## config.mk

```make
export PLATFORM = sky130hd
export DESIGN_NAME = prbs_dual_src
export DESIGN_NICKNAME = d
export VERILOG_FILES = /design/src/rtl/prbs_src_pkg.sv /design/src/rtl/prbs_lfsr.sv /design/src/rtl/prbs_phase_ctr.sv /design/src/rtl/prbs_dual_src.sv
export SDC_FILE = /design/constraint.sdc
export NUM_CORES = 1
export LEC_CHECK = 0
export CORE_MARGIN = 1
export CORE_UTILIZATION = 57
export DETAILED_ROUTE_END_ITERATION = 10
export GPL_TIMING_DRIVEN = 1
export PLACE_DENSITY = 0.77
export SLEW_MARGIN = 10
export SYNTH_ARGS = -nofsm -noshare
export SYNTH_HDL_FRONTEND = slang
export SYNTH_SLANG_ARGS = --single-unit
```

## constraint.sdc

```tcl
create_clock -name clk -period 2 [get_ports clk]
set_input_delay 0.5 -clock clk [delete_from_list [all_inputs] [get_ports clk]]
set_output_delay 0.5 -clock clk [all_outputs]
set_load 0.01 [all_outputs]
```

## src/rtl/prbs_src_pkg.sv

```systemverilog
package prbs_src_pkg;

    typedef enum logic {
        LEN_SHORT = 1'b0,
        LEN_LONG  = 1'b1
    } len_mode_e;

    localparam int SHORT_W = 4;
    localparam int LONG_W  = 8;
    localparam int POS_W   = LONG_W;

    localparam logic [SHORT_W-1:0] SHORT_TAPS = 4'b1100;
    localparam logic [LONG_W-1:0]  LONG_TAPS  = 8'b1011_1000;
    localparam logic [SHORT_W-1:0] SHORT_SEED = '1;
    localparam logic [LONG_W-1:0]  LONG_SEED  = '1;

    localparam int SHORT_PERIOD = (1 << SHORT_W) - 1;
    localparam int LONG_PERIOD  = (1 << LONG_W) - 1;

    typedef struct packed {
        logic      data;
        logic      frame;
        len_mode_e len;
    } src_regs_t;

    function automatic logic [POS_W-1:0] last_pos(len_mode_e m);
        if (m == LEN_LONG) begin
            return POS_W'(LONG_PERIOD - 1);
        end
        return POS_W'(SHORT_PERIOD - 1);
    endfunction

endpackage

```

## src/rtl/prbs_lfsr.sv

```systemverilog
module prbs_lfsr #(
    parameter int           W    = 4,
    parameter logic [W-1:0] TAPS = 4'b1100,
    parameter logic [W-1:0] SEED = '1
) (
    input  logic         clk,
    input  logic         rst,
    input  logic         load,
    input  logic         step,
    output logic [W-1:0] state_o,
    output logic         msb_o
);

    logic [W-1:0] state_d, state_q;

    always_comb begin
        state_d = state_q;
        if (load) begin
            state_d = SEED;
        end else if (step) begin
            state_d = {state_q[W-2:0], ^(state_q & TAPS)};
        end
    end

    always_ff @(posedge clk) begin
        if (rst) begin
            state_q <= SEED;
        end else begin
            state_q <= state_d;
        end
    end

    assign state_o = state_q;
    assign msb_o   = state_q[W-1];

    // a maximal register never reaches the all-zero state
    p_no_lockup_r2: assert property (@(posedge clk) disable iff (rst)
        state_q != '0);

    // a load always lands on the seed
    p_load_seed_r3: assert property (@(posedge clk) disable iff (rst)
        load |=> state_q == SEED);

endmodule

```

## src/rtl/prbs_phase_ctr.sv

```systemverilog
module prbs_phase_ctr #(
    parameter int W = 8
) (
    input  logic         clk,
    input  logic         rst,
    input  logic         clear,
    input  logic         step,
    input  logic [W-1:0] last_i,
    output logic [W-1:0] count_o,
    output logic         at_start_o
);

    logic [W-1:0] count_d, count_q;

    always_comb begin
        count_d = count_q;
        if (clear) begin
            count_d = '0;
        end else if (step) begin
            count_d = (count_q >= last_i) ? '0 : count_q + 1'b1;
        end
    end

    always_ff @(posedge clk) begin
        if (rst) begin
            count_q <= '0;
        end else begin
            count_q <= count_d;
        end
    end

    assign count_o    = count_q;
    assign at_start_o = (count_q == '0);

    // the position never leaves the period of the active mode
    p_pos_in_range_r5: assert property (@(posedge clk) disable iff (rst)
        count_q <= last_i);

    // a clear returns the position to the start
    p_clear_start_r6: assert property (@(posedge clk) disable iff (rst)
        clear |=> count_q == '0);

endmodule

```

## src/rtl/prbs_dual_src.sv

```systemverilog
module prbs_dual_src
    import prbs_src_pkg::*;
(
    input  logic clk,
    input  logic rst,
    input  logic bit_en,
    input  logic len_sel,
    output logic bit_o,
    output logic frame_o,
    output logic len_o
);

    src_regs_t d, q;

    logic restart, step;
    logic step_short, step_long, reload;
    logic [SHORT_W-1:0] short_state;
    logic [LONG_W-1:0]  long_state;
    logic short_bit, long_bit, cur_bit;
    logic [POS_W-1:0] pos;
    logic at_start;

    assign restart    = (len_mode_e'(len_sel) != q.len);
    assign step       = bit_en && !restart;
    assign reload     = rst || restart;
    assign step_short = step && (q.len == LEN_SHORT);
    assign step_long  = step && (q.len == LEN_LONG);
    assign cur_bit    = (q.len == LEN_LONG) ? long_bit : short_bit;

    prbs_lfsr #(
        .W    (SHORT_W),
        .TAPS (SHORT_TAPS),
        .SEED (SHORT_SEED)
    ) u_short (
        .clk     (clk),
        .rst     (rst),
        .load    (reload),
        .step    (step_short),
        .state_o (short_state),
        .msb_o   (short_bit)
    );

    prbs_lfsr #(
        .W    (LONG_W),
        .TAPS (LONG_TAPS),
        .SEED (LONG_SEED)
    ) u_long (
        .clk     (clk),
        .rst     (rst),
        .load    (reload),
        .step    (step_long),
        .state_o (long_state),
        .msb_o   (long_bit)
    );

    prbs_phase_ctr #(
        .W (POS_W)
    ) u_phase (
        .clk        (clk),
        .rst        (rst),
        .clear      (reload),
        .step       (step),
        .last_i     (last_pos(q.len)),
        .count_o    (pos),
        .at_start_o (at_start)
    );

    always_comb begin
        d       = q;
        d.frame = 1'b0;
        if (restart) begin
            d.len = len_mode_e'(len_sel);
        end else if (step) begin
            d.data  = cur_bit;
            d.frame = at_start;
        end
    end

    always_ff @(posedge clk) begin
        if (rst) begin
            q <= '{data: 1'b0, frame: 1'b0, len: len_mode_e'(len_sel)};
        end else begin
            q <= d;
        end
    end

    assign bit_o   = q.data;
    assign frame_o = q.frame;
    assign len_o   = q.len;

    // without an accepted enable the data bit holds
    p_hold_r4: assert property (@(posedge clk) disable iff (rst)
        (!$past(rst) && !($past(bit_en) && $past(len_sel) == $past(len_o)))
            |-> $stable(bit_o));

    // a marker needs an enable on the previous edge
    p_frame_needs_en_r5: assert property (@(posedge clk) disable iff (rst)
        frame_o |-> $past(bit_en));

    // the period start coincides with the seed of the active register
    p_start_is_seed_r5: assert property (@(posedge clk) disable iff (rst)
        (step_short && at_start) |-> short_state == SHORT_SEED);
    p_start_is_seed_long_r5: assert property (@(posedge clk) disable iff (rst)
        (step_long && at_start) |-> long_state == LONG_SEED);

    // a restart suppresses the marker and adopts the new length
    p_restart_r6: assert property (@(posedge clk) disable iff (rst)
        (len_sel != len_o) |=> (!frame_o && len_o == $past(len_sel)));

endmodule

```

==> results.md, run 1 <==
- DR WL/cell: between 10 and 15 um
- Number of max-cap violations: 0
- Total Die Area: 2320 um2
- Num ports: 7
- Status: complete, no violations
- Max-slew violation count: 0
- Syn avg cell area: approximately 9.4 um2
- Crit. End Element: primary output
- Ys Warns: 0
- Cell Chain, Critical Path: clkdlybuf4s50_1
- Final Cycle Share: between 80 and 90%
- Row count: 16
- H-tree depth: 1
- Cell variety after synth: 37
- Final ANT Viol Nets: 0
- Post-route setup TNS: 0 ns
- PD cells: roughly 630 nW/um2
- CTS tree: built
- CTS resizes: 0
- Final nets: around 150
- Peak VDD IR: between 400 and 500 uV
- Peak Freq: between 500 and 600 MHz
- Core area: 1980 um2
- Most frequent cells in the layout: dfxtp_1 (22), nand2_1 (21), nand3_1 (12)
- Vias in the first global route: approximately 820
- Startpoint types: register
- Leading area contributor after synthesis: dfxtp_1
- Mapped Nets: 140
- RSZ-0062 raised after global routing: no
- Root cell of the clock tree: clkbuf_4
- # DRC: 0
- Top cell type's share of synthesized area: between 30% and 40%
- Mapped cell area: about 1200 um2
- Placed Cells: between 150 and 200
- Vias: just under 900
- Final hold violations: 0
- Ys async rst share: 0%
- Finished Layout Cells: between 150 and 200
- Post-CTS setup buffers: 0
- Initial antenna violation count: 0
- Drt pass-1 iters: 4
- Worst Tran Pin Value: roughly 0.34 ns
- Antenna Cells: 0
- Ys flop type: dfxtp_1
- Die X: 48.2 um
- Worst Hold Class: register to register
- Fill count: 163
- Sequential area share after synthesis: 38.6%
- Crit path kind: register to primary output
- Clock period minus worst slack: between 1.5 and 2 ns
- TritonCTS Sinks: 23
- Area growth syn-to-layout: 9.46%
- Largest net degree at the start of global routing: 13
- WP data required: approximately 1.5 ns
- Leakage power: approximately 0.53 nW
- TritonCTS Buffers: 3
- Initial core utilization: between 60 and 70%
- DP HPWL: between 1500 and 2000 um
- Rel. slew slack: 77.3%
- Crit path max fanout: 3
- Later-pin clock latency in the skew report: approximately 0.3 ns
- Final setup margin: ~0.23 ns
- Worst clock skew: about 0.0039 ns
- # port buffers: 6
- Worst EP arrival: 1.27 ns
- Yosys reg bits: 23
- Crit path buffers/inverters: 1
- Post-Route WL: roughly 2000 um
- Starting DRT DRC Count: 3
- Commonest non-fill, non-tap cell in the layout: dfxtp_1
- Longest Clk Path Bufs: 2
- Overflow after GRT: 0
- Total GRT Usage: a little over a fifth
- Via/cell ratio: about 5.4
- Place WS: between 0.07 and 0.08 ns
- Post-synth EDFFs: 1
- Clock transition at path regs: roughly 0.12 ns
- Global-route wire length before repair: around 3400 um
- Worst path slowest cell: clkdlybuf4s50_1
- Critical path's largest stage delay: 0.56 ns
- Die height: slightly below 50 um
- Synth area leaders: dfxtp_1 (36%), ha_1 (7.2%), nand2_1 (6.5%)
- Mapped Cells: ~130
- Share of cells above drive strength 1: 10.9%
- Setup violations, final: 0
- Critical path's top delay family: buffers and inverters
- Hold buffers post-CTS: 0
- Routability cong.: about 0.84
[worst paths after layout]
kind,from,to,slack (ns),cells past startpoint
setup / recovery,len_o$_DFFE_PP_,len_o,0.23,1
hold reg to reg,u_long.state_o[0]$_SDFFE_PP1P_,u_long.state_o[1]$_SDFFE_PP1P_,0.48,2
hold / removal,u_long.state_o[0]$_SDFFE_PP1P_,u_long.state_o[1]$_SDFFE_PP1P_,0.48,2
setup reg to reg,len_o$_DFFE_PP_,u_phase.count_o[5]$_SDFFE_PP0N_,0.29,6
[worst reg2reg max path, cell delays in order (launching register included)]
cell	delay [ns]
edfxtp_1	0.42
inv_2	0.08
ha_1	0.32
nand4_1	0.10
o31a_1	0.29
o221ai_4	0.30
nor2_1	0.09
[logic make-up (layout without fill, tap and decap cells)]
family	Yosys count	in the layout	share of synthesized area [%]
AND/OR/NAND/NOR	61	61	27.1
flip-flops	23	23	38.6
AO/OA/AOI/OAI	14	14	8.94
XOR/XNOR	13	13	12.4
buffers and inverters	11	19	5.65
adder cells (fa/ha/maj)	7	7	7.19
[synthesized netlist by cell type (all sizes together), types with 2 or more instances]
cell type  count
o211ai         2
nand2         21
ha             7
nand2b         3
xnor2          9
xor2           4
dfxtp         22
a21oi          5
and3           3
nand4          2
buf            5
nor3           2
o22ai          3
and4           2
nor2          11
nand3         12
or3            2
inv            4
[through the flow]
| step | cell area (um2) | total power, mW | utilization, % | hold slack (ns) |
|---|---|---|---|---|
| 4_1_cts | 1330 | 0.847 | 67.2 | 0.488 |
| 6_report | 1330 | 0.837 | 67.2 | 0.481 |
| 2_1_floorplan | 1220 | 0.607 | - | 0.438 |
| 5_1_grt | 1330 | 0.882 | 67.2 | 0.504 |
| 3_5_place_dp | 1310 | 0.642 | 65.9 | 0.458 |
| 3_3_place_gp | 1310 | 0.637 | 65.9 | 0.448 |
[sequential cells by signal (all words and copies together), names as in the netlist]
| register | count |
|---|---|
| bit_o | 1 |
| frame_o | 1 |
| len_o | 1 |
| u_long.state_o | 8 |
| u_phase.count_o | 8 |
| u_short.state_o | 4 |
[routing by layer]
layer | up-vias | GRT usage, % | routed length, um
li1 | 457 | - | -
met1 | 421 | 24.3 | 866
met2 | 12 | 37.6 | 1080
met3 | 2 | 4.81 | 64
met4 | 0 | 11.1 | 19
met5 | - | 0 | 0
[where the power goes]
group | leakage, nW | total (mW) | switching [mW] | internal (mW)
Combinational | 0.325 | 0.148 | 0.0824 | 0.0655
Clock | 0.0150 | 0.206 | 0.128 | 0.0778
Sequential | 0.189 | 0.483 | 0.00869 | 0.474
[final cells by class]
type / instances / area, um2 / share of cell area, %
sequential: 23 / 470 / 35.3
multi-input combinational: 95 / 678 / 50.9
timing repair buffer: 10 / 103 / 7.70
clock buffer: 4 / 26.3 / 1.97
inverter: 5 / 21.3 / 1.60
tap: 27 / 33.8 / 2.54
Power figures use the tool's default switching activity.
==> inputs of run 2 (changes only) <==
--- a/config.mk
+++ b/config.mk
@@ -5,12 +5,13 @@
 export SDC_FILE = /design/constraint.sdc
 export NUM_CORES = 1
 export LEC_CHECK = 0
+export ABC_AREA = 1
+export CAP_MARGIN = 25
 export CORE_MARGIN = 1
 export CORE_UTILIZATION = 57
 export DETAILED_ROUTE_END_ITERATION = 10
 export GPL_TIMING_DRIVEN = 1
 export PLACE_DENSITY = 0.77
-export SLEW_MARGIN = 10
 export SYNTH_ARGS = -nofsm -noshare
 export SYNTH_HDL_FRONTEND = slang
 export SYNTH_SLANG_ARGS = --single-unit
==> results.md, run 2 <==
- TritonCTS Sinks: 23
- Total GRT Usage: 22.1%
- CTS resizes: 0
- Commonest non-fill, non-tap cell in the layout: nand2_1
- Critical R2R Launch: len_o$_DFFE_PP_
- Initial antenna violation count: 0
- Longest Clk Path Bufs: 2
- Final hold violations: 0
- Crit path buffers/inverters: 1
- Worst reg2reg path depth: 9
- Mapped Nets: roughly 180
- CTS tree: built
- Core Util, Final: approximately two thirds
- Worst Hold Class: register to register
- Post-CTS setup buffers: 0
- Crit. End Element: primary output
- Hold buffers post-CTS: 0
- Share of cells above drive strength 1: between 10% and 20%
- Post-Route WL: about 2200 um
- Critical path's top delay family: buffers and inverters
- Leading area contributor after synthesis: dfxtp_1
- Die height: between 40 and 50 um
- Clock period minus worst slack: 1.80 ns
- Most frequent cells in the layout: nand2_1 (53), dfxtp_1 (22), inv_1 (18), nand3_1 (18), nor2_1 (11)
- Area growth syn-to-layout: 10.4%
- Cell Chain, Critical Path: clkdlybuf4s50_1
- Worst clock skew: around 0.0024 ns
- Leakage power: roughly 0.63 nW
- Ys flop type: dfxtp_1
- Ys async rst share: 0%
- Hold slack: between 0.4 and 0.5 ns
- Antenna Cells: 0
- Startpoint types: register
- DP HPWL: roughly 1700 um
- Yosys reg bits: 23
- Fill count: 157
- # port buffers: 6
- H-tree depth: 1
- Final instance area: 1370 um2
- Total Die Area: approximately 2400 um2
- Most frequent cell after synthesis: nand2_1
- TritonCTS Buffers: 3
- Largest net degree at the start of global routing: 14
- Worst Tran Pin Value: about 0.28 ns
- Top cell type's share of synthesized area: a little over a third
- Vias: slightly above 1000
- Num ports: 7
- WP data required: 1.50 ns
- Worst EP arrival: between 1 and 1.5 ns
- Max-slew violation count: 0
- Hold path start: u_long.state_o[2]$_SDFFE_PP1P_
- DR WL/cell: 10.8 um
- # DRC: 0
- Post-route setup TNS: 0 ns
- Peak Freq: roughly 560 MHz
- Final Cycle Share: 89.8%
- Clock transition at path regs: 0.12 ns
- Core area: around 2000 um2
- R2R Setup Slk: ~0.40 ns
- Overflow after GRT: 0
- Drt pass-1 iters: 4
- Number of cells on the worst hold path: 2
- Starting DRT DRC Count: 34
- Root cell of the clock tree: clkbuf_4
- Vias in the first global route: ~1100
- Synth area leaders: dfxtp_1 (35%), nand2_1 (16%), nand3_1 (7.3%)
- Placed Cells: 199
- Crit path max fanout: 4
- Area post-placement: about 1300 um2
- Crit path kind: register to primary output
- Status: complete, no violations
- Sequential area share after synthesis: about 38%
- Cell variety after synth: 26
- Peak VDD IR: 536 uV
- Hold EP: u_long.state_o[2]$_SDFFE_PP1P_
- Later-pin clock latency in the skew report: approximately 0.30 ns
- Finished Layout Cells: about 200
- Initial core utilization: slightly above 60%
- Most frequent cells after synthesis: nand2_1 (53), dfxtp_1 (22), inv_1 (18), nand3_1 (18), nor2_1 (11)
- Mapped cell area: around 1200 um2
- Die X: between 40 and 50 um
- RSZ-0062 raised after global routing: no
- Post-synth EDFFs: 1
- Worst path slowest cell: clkdlybuf4s50_1
- Syn avg cell area: roughly 7.5 um2
- Reg2reg end: u_phase.count_o[3]$_SDFFE_PP0N_
- Final ANT Viol Nets: 0
- Number of max-cap violations: 0
- Mapped Cells: ~170
- Ys Warns: 0
- Rel. slew slack: 81.5%
- Routability cong.: around 0.9
- Critical path's largest stage delay: ~0.56 ns
- Via/cell ratio: roughly 5.1
- Global-route wire length before repair: between 4000 and 5000 um
- Setup violations, final: 0
- Row count: 16
- PD cells: around 580 nW/um2
- Final nets: 188
-- run 2: area by class of cell --
class,instances,area [um2],area share [%]
multi-input combinational,118,673,49.1
sequential,23,470,34.3
inverter,23,91.3,6.66
timing repair buffer,8,75.1,5.47
tap,27,33.8,2.46
clock buffer,3,22.5,1.64
clock inverter,1,5.00,0.365
-- run 2: stage by stage --
step	worst slack, ns	power (mW)
final	0.205	0.802
after global routing	0.129	0.850
after CTS	0.187	0.812
after detailed placement	0.129	0.607
after global placement	0.176	0.603
after floorplan	0.520	0.573
-- run 2: worst max path at each step --
stage,startpoint,end,slack [ns],cells past startpoint
floorplan,len_o$_DFFE_PP_,u_phase.count_o[4]$_SDFFE_PP0N_,0.52,9
global placement,len_sel,u_phase.count_o[1]$_SDFFE_PP0N_,0.18,8
detailed placement,len_sel,u_phase.count_o[3]$_SDFFE_PP0N_,0.13,8
CTS,len_o$_DFFE_PP_,len_o,0.19,1
global route,len_o$_DFFE_PP_,len_o,0.13,1
finish,len_o$_DFFE_PP_,len_o,0.20,1
-- run 2: routing by layer --
layer,vias to the layer above,wire [um],global-route usage (%)
li1,542,-,-
met1,464,1060,28.4
met2,26,1010,36.3
met3,2,116,5.35
met4,0,8,6.86
met5,-,0,0
-- run 2: kinds of logic after synthesis --
| kind of cell | synth area share, % |
|---|---|
| AO/OA/AOI/OAI | 5.64 |
| XOR/XNOR | 2.82 |
| adder cells (fa/ha/maj) | 7.05 |
| buffers and inverters | 7.96 |
| flip-flops | 37.9 |
| AND/OR/NAND/NOR | 38.7 |
-- run 2: power breakdown --
part / total [mW] / internal [mW] / switching, mW
sequential: 0.481 / 0.472 / 0.00886
combinational: 0.115 / 0.0435 / 0.0718
clock: 0.205 / 0.0745 / 0.131
==> inputs of run 3 (changes only) <==
--- a/config.mk
+++ b/config.mk
@@ -10,8 +10,10 @@
 export CORE_MARGIN = 1
 export CORE_UTILIZATION = 57
 export DETAILED_ROUTE_END_ITERATION = 10
+export GPL_ROUTABILITY_DRIVEN = 0
 export GPL_TIMING_DRIVEN = 1
 export PLACE_DENSITY = 0.77
 export SYNTH_ARGS = -nofsm -noshare
 export SYNTH_HDL_FRONTEND = slang
 export SYNTH_SLANG_ARGS = --single-unit
+export TNS_END_PERCENT = 5
==> results of run 3 <==
Final layout, timing and power as in run 2 (identical DEF).
